==> src/rtl/spi_dual_master.sv <==
module spi_dual_master #(
  parameter int DIV_W   = 8,
  parameter int GAP_CYC = 5,
  parameter int CNT_W   = 8
) (
  input  logic             clk,
  input  logic             rst_n,
  input  logic [DIV_W-1:0] clk_div,
  input  logic [1:0]       dev_sel,
  input  logic             sel_high,
  input  logic             cmd_valid,
  output logic             cmd_ready,
  input  logic [7:0]       cmd_data,
  input  logic             cmd_has_tx,
  input  logic             cmd_fast,
  input  logic             cmd_verify,
  input  logic             cmd_last,
  output logic             rx_valid,
  output logic [7:0]       rx_data,
  output logic             done,
  output logic             done_fail,
  output logic [CNT_W-1:0] done_count,
  output logic             sck,
  output logic             mosi,
  input  logic             miso,
  output logic             cs0,
  output logic             cs1,
  output logic             cs2
);
  localparam int GW = $clog2(GAP_CYC + 1);
  localparam logic [GW-1:0] GAP_INIT = GW'(GAP_CYC);

  logic             busy, act, pol, use1, fast, vfy, endf, skip;
  logic [DIV_W-1:0] cnt;
  logic [3:0]       steps;
  logic [7:0]       txs, rxs, expb;
  logic [GW-1:0]    gap;
  logic [CNT_W-1:0] okc;

  wire [DIV_W-1:0] div_e  = (clk_div == '0) ? DIV_W'(1) : clk_div;
  wire             accept = cmd_valid && cmd_ready;
  wire             mism   = vfy && (rxs != expb);
  wire [7:0]       txb    = (cmd_has_tx && !cmd_verify) ? cmd_data : 8'h00;

  assign cmd_ready = !busy && (gap == '0);
  assign cs0 = act ? (use1 ? !pol : pol) : 1'b1;
  assign cs1 = act ? (use1 ? pol : !pol) : 1'b1;

  always_ff @(posedge clk or negedge rst_n) begin
    if (!rst_n) begin
      busy <= 1'b0; act <= 1'b0; pol <= 1'b0; use1 <= 1'b0;
      fast <= 1'b0; vfy <= 1'b0; endf <= 1'b0; skip <= 1'b0;
      cnt <= '0; steps <= '0; txs <= '0; rxs <= '0; expb <= '0;
      gap <= '0; okc <= '0;
      rx_valid <= 1'b0; rx_data <= '0;
      done <= 1'b0; done_fail <= 1'b0; done_count <= '0;
      sck <= 1'b0; mosi <= 1'b0; cs2 <= 1'b1;
    end else begin
      rx_valid  <= 1'b0;
      done      <= 1'b0;
      done_fail <= 1'b0;
      if (busy) begin
        if (cnt != '0) begin
          cnt <= cnt - 1'b1;
        end else begin
          cnt <= div_e;
          if (!sck) begin
            sck <= 1'b1;
            rxs <= {rxs[6:0], miso};
          end else begin
            sck <= 1'b0;
            if (steps == 4'd1) begin
              busy     <= 1'b0;
              rx_valid <= !fast;
              rx_data  <= rxs;
              if (mism || endf) begin
                act        <= 1'b0;
                cs2        <= 1'b1;
                gap        <= GAP_INIT;
                done       <= 1'b1;
                done_fail  <= mism;
                done_count <= mism ? okc : okc + 1'b1;
                okc        <= '0;
                skip       <= mism && !endf;
              end else begin
                okc <= okc + 1'b1;
              end
            end else begin
              steps <= steps - 1'b1;
              if (fast) begin
                txs  <= {txs[5:0], 2'b00};
                mosi <= txs[5];
                cs2  <= txs[4];
              end else begin
                txs  <= {txs[6:0], 1'b0};
                mosi <= txs[6];
              end
            end
          end
        end
      end else if (gap != '0) begin
        gap <= gap - 1'b1;
      end else if (accept) begin
        if (skip) begin
          if (cmd_last) skip <= 1'b0;
        end else begin
          busy <= 1'b1;
          act  <= 1'b1;
          if (!act) begin
            use1 <= (dev_sel == 2'd2);
            pol  <= sel_high;
          end
          txs   <= txb;
          mosi  <= txb[7];
          if (cmd_fast) cs2 <= txb[6];
          fast  <= cmd_fast;
          vfy   <= cmd_verify;
          endf  <= cmd_last;
          expb  <= cmd_data;
          steps <= cmd_fast ? 4'd4 : 4'd8;
          cnt   <= div_e;
          sck   <= 1'b0;
        end
      end
    end
  end
endmodule

==> config.mk <==
export PLATFORM = sky130hd
export DESIGN_NAME = spi_dual_master
export DESIGN_NICKNAME = d
export VERILOG_FILES = /design/src/rtl/spi_dual_master.sv
export SDC_FILE = /design/constraint.sdc
export NUM_CORES = 1
export LEC_CHECK = 0
export ABC_CLOCK_PERIOD_IN_PS = 2600
export BUFFER_PORTS_ARGS = -buffer_cell sky130_fd_sc_hd__buf_4
export CAP_MARGIN = 10
export CORE_MARGIN = 2
export CORE_UTILIZATION = 50
export CTS_CLUSTER_SIZE = 16
export DETAILED_ROUTE_END_ITERATION = 8
export GPL_ROUTABILITY_DRIVEN = 0
export PLACE_DENSITY = 0.73
export SYNTH_ARGS = -nofsm -noshare
export SYNTH_HDL_FRONTEND = slang
export SYNTH_SLANG_ARGS = --single-unit
==> constraint.sdc <==
create_clock -name clk -period 2.6 [get_ports clk]
set_clock_uncertainty 0.1 [all_clocks]
set_input_delay 0.52 -clock clk [delete_from_list [all_inputs] [get_ports clk]]
set_output_delay 0.52 -clock clk [all_outputs]
set_load 0.02 [all_outputs]
==> reports/results.txt, run 1 <==
status = completed
top cells by area, synth = dfrtp_1 (47%), nand2_1 (8.1%), o21ai_0 (3.3%), mux2_2 (3.1%), a21oi_1 (2.3%)
gr ovfl total = 0
Buf+Inv Stages, Crit Path = 2
root buffer cell = clkbuf_8
synthesized area = 3950 um2
CP Launch Type = flop
die area = 8640 um2
Ys Warns = 0
LEAKAGE = 0.00229 uW
Detailed Route WL = 8820 um
max-cap violation count = 0
Starting Density = 0.514
largest family of logic cells by synthesized area = simple AND/OR/NAND/NOR gates
Reg2Reg Depth = 8
Pwr Density = 938 nW/um2
clock latency on the worst-skew pair = 0.35 ns
post-synth top area cell = dfrtp_1
r2r endpoint = done_count[4]
main flop type after synthesis = dfrtp_1
antenna violations before repair = 0
Req. time, crit path = 2.73 ns
sequential cell area fraction in the yosys report = 0.481
CTS tree = built
cts repair resizes = 0
post-synth top area share = 0.475
adder-cell share of the synthesized area = 0.0222
ys async rst share = 1.00
Critical Path AT = 2.61 ns
global-route wire length before repair = 15,100 um
DRC errors left = 0
share of layout cells above drive strength 1 = 0.230
Mapped Cells = 425
VDD IR-drop max = 0.000654 V
cell family with most CP delay = simple AND/OR/NAND/NOR gates
Reg2Reg Setup Slack = 0.13 ns
mux contribution to synthesized area = 0.0516
Vias/cell = 5.65
DRT antenna net count = 0
Synth cell types = 55
critical path peak fanout = 9
Setup-failing EPs final = 0
number of CTS-inserted buffers = 9
clock slew at reported path FFs = 0.08 ns
FP Rows = 32
H-tree levels = 3
initial DRC count = 134
CP cell instances = inv_1, ha_1, or4bb_4, or3_4, buf_4, nor4_1, o21ai_0, o311ai_0
post-route cell area = 4750 um2
placed cell area = 4500 um2
crit end category = flop
WL per Instance = 15.0 um
Core Util, Final = 0.618
Post-CTS Setup Inserts = 0
Largest stage delay, worst path = 0.55 ns
xor and xnor area share after synthesis = 0.0222
drt first pass iters = 4
Total Routing Usage GR = 0.218
Die X = 92.9 um
PortBufs = 51
die height = 92.9 um
Yosys reg bits = 76
Worst Tran Pin Value = 0.948 ns
Max Freq = 405 MHz
Nets = 515
fin. max-slew vios = 0
worst relative slew slack = 0.365
Max Buffers Root-to-Sink = 2
slowest CP cell = or4bb_4
vias in the first global route = 3,224
Worst Hold Class = in2async
vias post-DR = 3,320
Synth Area in Compound Gates = 0.166
hpwl dp = 6240 um
Setup Crit Path Kind = reg2reg
WHS = 0.0172 ns
largest net degree at the start of global routing = 45
Synth Area in Simple Gates = 0.206
net count after synthesis = 459
Area growth syn-to-layout = 20.1%
Hold Fails Final Rpt = 0
diodes inserted = 0
r2r startpoint = steps[1]
I/O Pins = 52
Core Region = 7690 um2
number of hold buffers added after cts = 0
fin crit share = 0.951
EDFF count, synth = 0
synthesized area per cell = 9.30 um2
Tmin final = 2.47 ns
clk sinks = 76
## registers in the layout, indices dropped and copies added, names as in the netlist, 3 cells and up
register,count
gap,3
cnt,8
okc,8
txs,7
rx_data,8
rxs,8
done_count,8
expb,8
steps,4
## worst max path at each step
stage | slack (ns) | cells after the start | to | from
6_report | 0.13 | 8 | done_count[4] | steps[1]
5_1_grt | -0.007 | 8 | done_count[5] | steps[1]
4_1_cts | 0.13 | 7 | okc[6] | steps[1]
3_5_place_dp | 0.15 | 7 | okc[6] | steps[1]
3_3_place_gp | 0.20 | 7 | okc[6] | steps[1]
2_1_floorplan | 0.14 | 8 | done_count[7] | cnt[3]
## metrics by stage
step / power [uW] / cells / TNS [ns] / setup WS [ns]
4_1_cts: 4450 / 588 / 0 / 0.130
2_1_floorplan: 2920 / 425 / 0 / 0.140
5_1_grt: 4750 / 588 / -0.00748 / -0.00748
3_5_place_dp: 3430 / 572 / 0 / 0.146
3_3_place_gp: 3370 / 572 / 0 / 0.196
6_report: 4450 / 588 / 0 / 0.128
## routing by layer
layer,vias to the layer above,global-route usage,share of wire
met3,11,0.0325,0.033
met4,0,0.0833,0.012
met1,1618,0.302,0.48
li1,1621,-,-
met2,70,0.347,0.47
met5,-,0,0
## layout make-up
| class | instances | area [um2] |
|---|---|---|
| fillers | 697 | 2940 |
| flip-flops and latches | 76 | 1900 |
| well taps | 102 | 128 |
| clock buffers | 11 | 141 |
| inverters | 18 | 67.6 |
| clock inverters | 5 | 85.1 |
| repair buffers | 71 | 546 |
| multi-input cells | 305 | 1880 |
## power breakdown
group | switching [uW] | internal, uW
logic | 932 | 708
clock network | 451 | 571
registers | 293 | 1500
## placed cells by master, fill, tap and decap left out, types with 2 or more instances in the layout
cell        n
a21o_1      3
mux2i_1     8
nor3_1     10
o21ai_0    26
mux2_2     11
a211oi_1    5
and3_1      6
dfrtp_1    75
nand2_1    85
nand4_1     5
buf_4      70
nor4_2      2
a22oi_1     2
clkinv_4    2
a22o_1      5
bufinv_16   2
o211ai_1    4
xor2_1      9
o31ai_1     6
nand2b_1    3
a221o_1     3
nor3b_1     3
a32oi_1     2
or4_1       2
nand3_1     7
nor2_1     23
inv_1      18
o21a_1      2
ha_1        7
nor2b_1     6
nor4_1      9
a21oi_1    18
or3_1       2
nor3_2      2
o221ai_1    3
clkbuf_8   10
a31o_2      4
a31oi_1     2
o22a_1      2
## cells in the mapped netlist (2+ instances only)
| cell | instances |
|---|---|
| nand2_1 | 85 |
| dfrtp_1 | 75 |
| o21ai_0 | 26 |
| nor2_1 | 23 |
| a21oi_1 | 18 |
| clkbuf_1 | 18 |
| inv_1 | 18 |
| mux2_2 | 11 |
| nor3_1 | 11 |
| nor4_1 | 11 |
| xor2_1 | 9 |
| mux2i_1 | 8 |
| ha_1 | 7 |
| nand3_1 | 7 |
| o31ai_1 | 7 |
| and3_1 | 6 |
| nor2b_1 | 6 |
| a211oi_1 | 5 |
| a22o_1 | 5 |
| nand4_1 | 5 |
| a31o_2 | 4 |
| buf_6 | 4 |
| o211ai_1 | 4 |
| a21o_1 | 3 |
| a221o_1 | 3 |
| nand2b_1 | 3 |
| nor3b_1 | 3 |
| o221ai_1 | 3 |
| a22oi_1 | 2 |
| a31oi_1 | 2 |
| a32oi_1 | 2 |
| buf_1 | 2 |
| buf_2 | 2 |
| o21a_1 | 2 |
| o22a_1 | 2 |
| or3_1 | 2 |
| or4_1 | 2 |
| or4bb_1 | 2 |
## worst reg2reg max path, stage by stage (launching register included)
cell and delay (ns):
dfrtp_1 0.40, inv_1 0.09, ha_1 0.15, or4bb_4 0.55, or3_4 0.41, buf_4 0.19, nor4_1 0.23, o21ai_0 0.13
o311ai_0 0.11
## logic make-up after synthesis
kind of cell / Yosys count
buffers and inverters: 44
XOR/XNOR: 10
adder cells (fa/ha/maj): 7
flip-flops: 76
AND/OR/NAND/NOR: 172
AO/OA/AOI/OAI: 97
multiplexers: 19
Power figures use the tool's default switching activity.
==> inputs of run 2 (changes only) <==
--- a/config.mk
+++ b/config.mk
@@ -14,6 +14,7 @@
 export DETAILED_ROUTE_END_ITERATION = 8
 export GPL_ROUTABILITY_DRIVEN = 0
 export PLACE_DENSITY = 0.73
+export RECOVER_POWER = 25
 export SYNTH_ARGS = -nofsm -noshare
 export SYNTH_HDL_FRONTEND = slang
 export SYNTH_SLANG_ARGS = --single-unit
==> run 2 against run 1 <==
Against the previous run:
- the flow now finishes with violations (capacitance limit, slew limit)
- utilization barely moved
- global-route usage unchanged
- critical path depth stayed put
- wire length shrank 0.16%
- final cell count is the same
- sequential cell count stayed put
- first-iteration DRC count is the same
- combinational power hardly changed
- sequential power hardly changed
- via count hardly changed
- power about the same
- critical endpoint unchanged
- largest power group unchanged
==> reports/results.txt, run 2 (synthesized netlist as in run 1, its figures left out) <==
CTS tree = built
crit end category = flop
Hold Fails Final Rpt = 0 (unchanged)
WHS = 0.257 ns (+0.240 ns)
Tmin final = 2.49 ns (+0.0217 ns)
Worst Hold Class = in2reg
slowest CP cell = or4bb_4
VDD IR-drop max = 0.000652 V (-0.18%)
H-tree levels = 3 (unchanged)
Reg2Reg Depth = 8 (unchanged)
Area growth syn-to-layout = 20.0% (about the same)
global-route wire length before repair = 15,100 um (unchanged)
r2r startpoint = steps[1]
die area = 8640 um2 (unchanged)
diodes inserted = 0 (unchanged)
Max Buffers Root-to-Sink = 2 (unchanged)
sequential group share of total power = 0.402 (about the same)
antenna violations before repair = 0 (unchanged)
Max Freq = 401 MHz (-0.87%)
number of hold buffers added after cts = 0 (unchanged)
most frequent cells in the layout = nand2_1 (85), dfrtp_1 (75), buf_4 (69), o21ai_0 (26), nor2_1 (23)
Buf+Inv Stages, Crit Path = 2 (unchanged)
critical path peak fanout = 9 (unchanged)
Detailed Route WL = 8810 um (-0.16%)
die height = 92.9 um (unchanged)
I/O Pins = 52 (unchanged)
max-cap violation count = 1 (+1)
r2r endpoint = done_count[4]
PortBufs = 51 (unchanged)
cell family with most CP delay = simple AND/OR/NAND/NOR gates
Die X = 92.9 um (unchanged)
fin. max-slew vios = 33 (+33)
WL per Instance = 15.0 um (-0.16%)
Tot Pwr = 4450 uW (about the same)
Filler cells = 697 (unchanged)
number of CTS-inserted buffers = 9 (unchanged)
initial DRC count = 134 (unchanged)
CP Launch Type = flop
clk sinks = 76 (unchanged)
Total Routing Usage GR = 0.218 (unchanged)
Pwr Density = 938 nW/um2 (about the same)
worst hold path depth = 2
Req. time, crit path = 2.74 ns (about the same)
vias post-DR = 3,318 (-0.060%)
share of layout cells above drive strength 1 = 0.228 (-0.00206)
gr ovfl total = 0 (unchanged)
FP Rows = 32 (unchanged)
P_int = 2770 uW (about the same)
Reg2Reg Setup Slack = 0.11 ns (-0.02 ns)
CP cell instances = inv_1, ha_1, or4bb_4, or3_4, buf_4, nor4_1, o21ai_0, o311ai_0
LEAKAGE = 0.00228 uW (-0.16%)
failing checks = capacitance limit, slew limit
Largest stage delay, worst path = 0.55 ns (about the same)
Setup-failing EPs final = 0 (unchanged)
Critical Path AT = 2.63 ns (+0.02 ns)
Worst Tran Pin Value = 1.94 ns (+0.989 ns)
clock latency on the worst-skew pair = 0.35 ns (about the same)
DRC errors left = 0 (unchanged)
root buffer cell = clkbuf_8
status = complete, but fails checks
Sw Ratio = 0.377 (about the same)
most common cell after layout, fill and taps aside = nand2_1
Clock Power Share = 0.230 (about the same)
clock slew at reported path FFs = 0.08 ns (about the same)
worst relative slew slack = -0.291 (-0.657)
hpwl dp = 6240 um (unchanged)
fin crit share = 0.959 (+0.00833)
largest net degree at the start of global routing = 45 (unchanged)
Setup Crit Path Kind = reg2reg
vias in the first global route = 3,224 (unchanged)
Starting Density = 0.514 (unchanged)
Hold Startpoint = dev_sel[0]
WHS Endpoint = use1
Nets = 515 (unchanged)
DRT antenna net count = 0 (unchanged)
Sw Pwr = 1680 uW (about the same)
Vias/cell = 5.64 (about the same)
drt first pass iters = 4 (unchanged)
Core Region = 7690 um2 (unchanged)
Comb pwr share = 0.369 (about the same)
run 2: area by class of cell:
class                           instances  area (um2)  area share
Tap cell                              102         128      0.0269
Clock buffer                           11         141      0.0298
Timing Repair Buffer                   71         542       0.114
Multi-Input combinational cell        305        1880       0.396
Inverter                               18        67.6      0.0142
Clock inverter                          5        85.1      0.0179
Sequential cell                        76        1900       0.401
run 2: per-layer routing:
metal / vias to the layer above / track usage / wire length [um]
li1: 1619 / - / -
met1: 1607 / 0.302 / 4200
met2: 81 / 0.347 / 4180
met3: 11 / 0.0325 / 322
met4: 0 / 0.0833 / 110
met5: - / 0 / 0
run 2: worst max-delay path by stage:
stage | endpoint | startpoint | slack, ns | cells past startpoint
floorplan | done_count[7] | cnt[3] | 0.14 | 8
global placement | okc[6] | steps[1] | 0.20 | 7
detailed placement | okc[6] | steps[1] | 0.15 | 7
CTS | okc[6] | steps[1] | 0.13 | 7
global route | done_count[5] | steps[1] | -0.007 | 8
finish | done_count[4] | steps[1] | 0.11 | 8
run 2: power by group through the flow:
| stage | clock network, uW | logic (uW) | registers, uW |
|---|---|---|---|
| floorplan | 0 | 1190 | 1730 |
| global placement | 0 | 1580 | 1790 |
| detailed placement | 0 | 1630 | 1810 |
| CTS | 1030 | 1640 | 1780 |
| global route | 1080 | 1830 | 1840 |
| finish | 1020 | 1640 | 1790 |
run 2: what timing repair did:
| item | 4_1_cts | 5_1_grt |
|---|---|---|
| endpoints found under the setup margin | 0 | 5 |
| setup buffers | 0 | 0 |
| gates resized for setup | 0 | 4 |
run 2: worst reg2reg max path, stage by stage, from the launching register on:
cell and delay, ns:
dfrtp_1 0.40, inv_1 0.09, ha_1 0.15, or4bb_4 0.55
or3_4 0.41, buf_4 0.19, nor4_1 0.25, o21ai_0 0.13
o311ai_0 0.11
run 2: stage by stage:
stage	setup slack, ns	TNS [ns]	area [um2]	utilization	cells
after global routing	-0.00748	-0.00748	4750	0.617	588
final	0.106	0	4750	0.617	588
after CTS	0.130	0	4730	0.615	588
after floorplan	0.140	0	3950	-	425
after detailed placement	0.146	0	4500	0.586	572
after global placement	0.196	0	4500	0.586	572
==> inputs of run 3 (changes only) <==
==> constraint.sdc (replaced) <==
create_clock -name clk -period 2.6 [get_ports clk]
set_clock_uncertainty 0.1 [all_clocks]
set_input_delay 0.26 -clock clk [delete_from_list [all_inputs] [get_ports clk]]
set_output_delay 0.26 -clock clk [all_outputs]
set_load 0.02 [all_outputs]
==> run 3 against run 2 <==
Against the previous run:
- largest cell class unchanged
- register-to-register slack improved by 0.04 ns
- global-route usage is essentially flat
- utilization is 0.94 points lower
- sequential cell count stayed put
- largest power group unchanged
- die area unchanged
- critical path type unchanged
- first-iteration DRC count fell by 2.2%
- final cell count increased by 1.2%
- the flow still finishes with violations (capacitance limit, slew limit)
==> reports/results.txt, run 3 (synthesized netlist as in run 1, its figures left out) <==
status = complete, but fails checks
failing checks = capacitance limit, slew limit
antenna violations before repair = 0 (unchanged)
Detailed Route WL = 8960 um (+1.7%)
Total Routing Usage GR = 0.218 (about the same)
vias post-DR = 3,350 (+0.96%)
Area growth syn-to-layout = 18.2%
Buf+Inv Stages, Crit Path = 3 (+1)
P_int = 2560 uW (-7.7%)
CP most frequent cell = buf_4
post-route cell area = 4670 um2 (-1.5%)
placed cell area = 4480 um2 (-0.44%)
most frequent cells in the layout = nand2_1 (85), dfrtp_1 (75), buf_4 (51), o21ai_0 (26), nor2_1 (23)
FP Rows = 32 (unchanged)
I/O Pins = 52 (unchanged)
Setup Crit Path Kind = reg2reg
Reg2Reg Setup Slack = 0.14 ns (+0.04 ns)
RSZ-0062 raised after global routing = no
cell family with most CP delay = simple AND/OR/NAND/NOR gates
Worst Tran Pin Value = 1.85 ns (-0.0889 ns)
H-tree levels = 3 (unchanged)
Reg2Reg Depth = 8 (unchanged)
PortBufs = 51 (unchanged)
DRC errors left = 0 (unchanged)
Sw Ratio = 0.403 (+0.0263)
sequential group share of total power = 0.417 (+0.015)
most common cell after layout, fill and taps aside = nand2_1
gr ovfl total = 0 (unchanged)
CP Launch Type = flop
CP cell instances = inv_1, ha_1, or4bb_1, or3_4, buf_4, nor3_2, buf_4, o2bb2ai_1
Hold Fails Final Rpt = 0 (unchanged)
clock slew at reported path FFs = 0.09 ns (about the same)
Clock Power Share = 0.204 (-0.026)
slowest CP cell = or3_4
Sw Pwr = 1730 uW (+3.1%)
hpwl dp = 6260 um (+0.28%)
largest net degree at the start of global routing = 77 (+71%)
non-filler cells in the finished layout = 595 (+1.2%)
r2r endpoint = okc[4]
global-route wire length before repair = 14,900 um (-1.2%)
DRT antenna net count = 0 (unchanged)
r2r startpoint = cnt[0]
max-cap violation count = 1 (unchanged)
crit end category = flop
root buffer cell = clkbuf_8
worst setup path start = cnt[0]
clk sinks = 76 (unchanged)
clock latency on the worst-skew pair = 0.36 ns (about the same)
Worst Hold Class = in2reg
Vias/cell = 5.63 (-0.22%)
LEAKAGE = 0.00220 uW (-3.5%)
Core Util, Final = 0.608 (-0.00944)
worst relative slew slack = -0.232 (+0.0593)
Filler cells = 702 (+0.72%)
fin crit share = 0.944 (-0.0148)
die height = 92.9 um (unchanged)
CTS tree = built
Nets = 522 (+1.4%)
Setup-failing EPs final = 0 (unchanged)
critical path peak fanout = 8 (-1)
Starting Density = 0.514 (unchanged)
WHS Endpoint = cnt[3]
diodes inserted = 0 (unchanged)
number of CTS-inserted buffers = 9 (unchanged)
Critical Path AT = 2.64 ns (about the same)
worst hold path depth = 3 (+1)
Tmin final = 2.46 ns (-0.0385 ns)
share of layout cells above drive strength 1 = 0.185 (-0.0438)
die area = 8640 um2 (unchanged)
Comb pwr share = 0.379 (+0.010)
VDD IR-drop max = 0.000525 V (-20%)
Max Freq = 407 MHz (+1.6%)
initial DRC count = 131 (-2.2%)
Pwr Density = 918 nW/um2 (-2.1%)
Placed Instances = 571 (-0.17%)
Tot Pwr = 4290 uW (-3.6%)
setup TNS = 0 ns (unchanged)
vias in the first global route = 3,171 (-1.6%)
fin. max-slew vios = 77 (+130%)
Hold Startpoint = clk_div[3]
Max Buffers Root-to-Sink = 2 (unchanged)
Req. time, crit path = 2.79 ns (+0.05 ns)
WL per Instance = 15.1 um (+0.47%)
drt first pass iters = 4 (unchanged)
Largest stage delay, worst path = 0.46 ns (-0.09 ns)
Die X = 92.9 um (unchanged)
Core Region = 7690 um2 (unchanged)
[run 3: cell count changes in the layout (fill, tap and decap cells not counted), sizes merged]
cell         delta
clkbuf         +19
inv             +4
buf            -19
bufinv          -2
dlygate4sd3     +5
[run 3: cell type report]
type	count	area (um2)	share of cell area
flip-flops and latches	76	1900	0.407
clock inverters	7	65.1	0.0139
multi-input cells	305	1870	0.400
well taps	102	128	0.0273
inverters	18	67.6	0.0145
clock buffers	9	124	0.0265
repair buffers	78	517	0.111
[run 3: repair_timing]
action,in CTS,in global routing
gates resized for setup,0,2
endpoints found under the hold margin,79,0
endpoints found under the setup margin,0,3
hold buffers,5,0
setup buffers,0,3
[run 3: how the worst max path moves through the flow]
stage	endpoint	slack, ns	cells after the start
floorplan	done_count[7]	0.14	8
global route	done_count[6]	0.00003	8
finish	okc[4]	0.14	8
global placement	okc[6]	0.19	7
CTS	done_count[4]	0.06	8
detailed placement	done_count[4]	0.07	8
[run 3: power by group through the flow]
stage | Clock [uW] | Combinational [uW] | Sequential, uW
6_report | 874 | 1630 | 1790
5_1_grt | 945 | 1830 | 1840
3_3_place_gp | 0 | 1570 | 1790
4_1_cts | 890 | 1640 | 1790
3_5_place_dp | 0 | 1630 | 1810
2_1_floorplan | 0 | 1190 | 1730
[run 3: worst min-delay path: cells and delay by family]
kind | cells | cell delay, ns
buf+inv | 1 | 0.08
simple gates | 2 | 0.08
[run 3: per-layer routing]
| metal | routed length, um | vias to the layer above | track usage |
|---|---|---|---|
| li1 | - | 1637 | - |
| met3 | 357 | 9 | 0.0431 |
| met2 | 4230 | 72 | 0.339 |
| met1 | 4240 | 1632 | 0.308 |
| met4 | 122 | 0 | 0.0723 |
| met5 | 0 | - | 0 |
[run 3: stage by stage]
| stage | setup WS (ns) | hold slack (ns) |
|---|---|---|
| 2_1_floorplan | 0.140 | -0.136 |
| 3_3_place_gp | 0.189 | 0.356 |
| 3_5_place_dp | 0.0726 | 0.358 |
| 4_1_cts | 0.0569 | 0.00354 |
| 5_1_grt | 0.0000284 | 0.0100 |
| 6_report | 0.145 | 0.00984 |
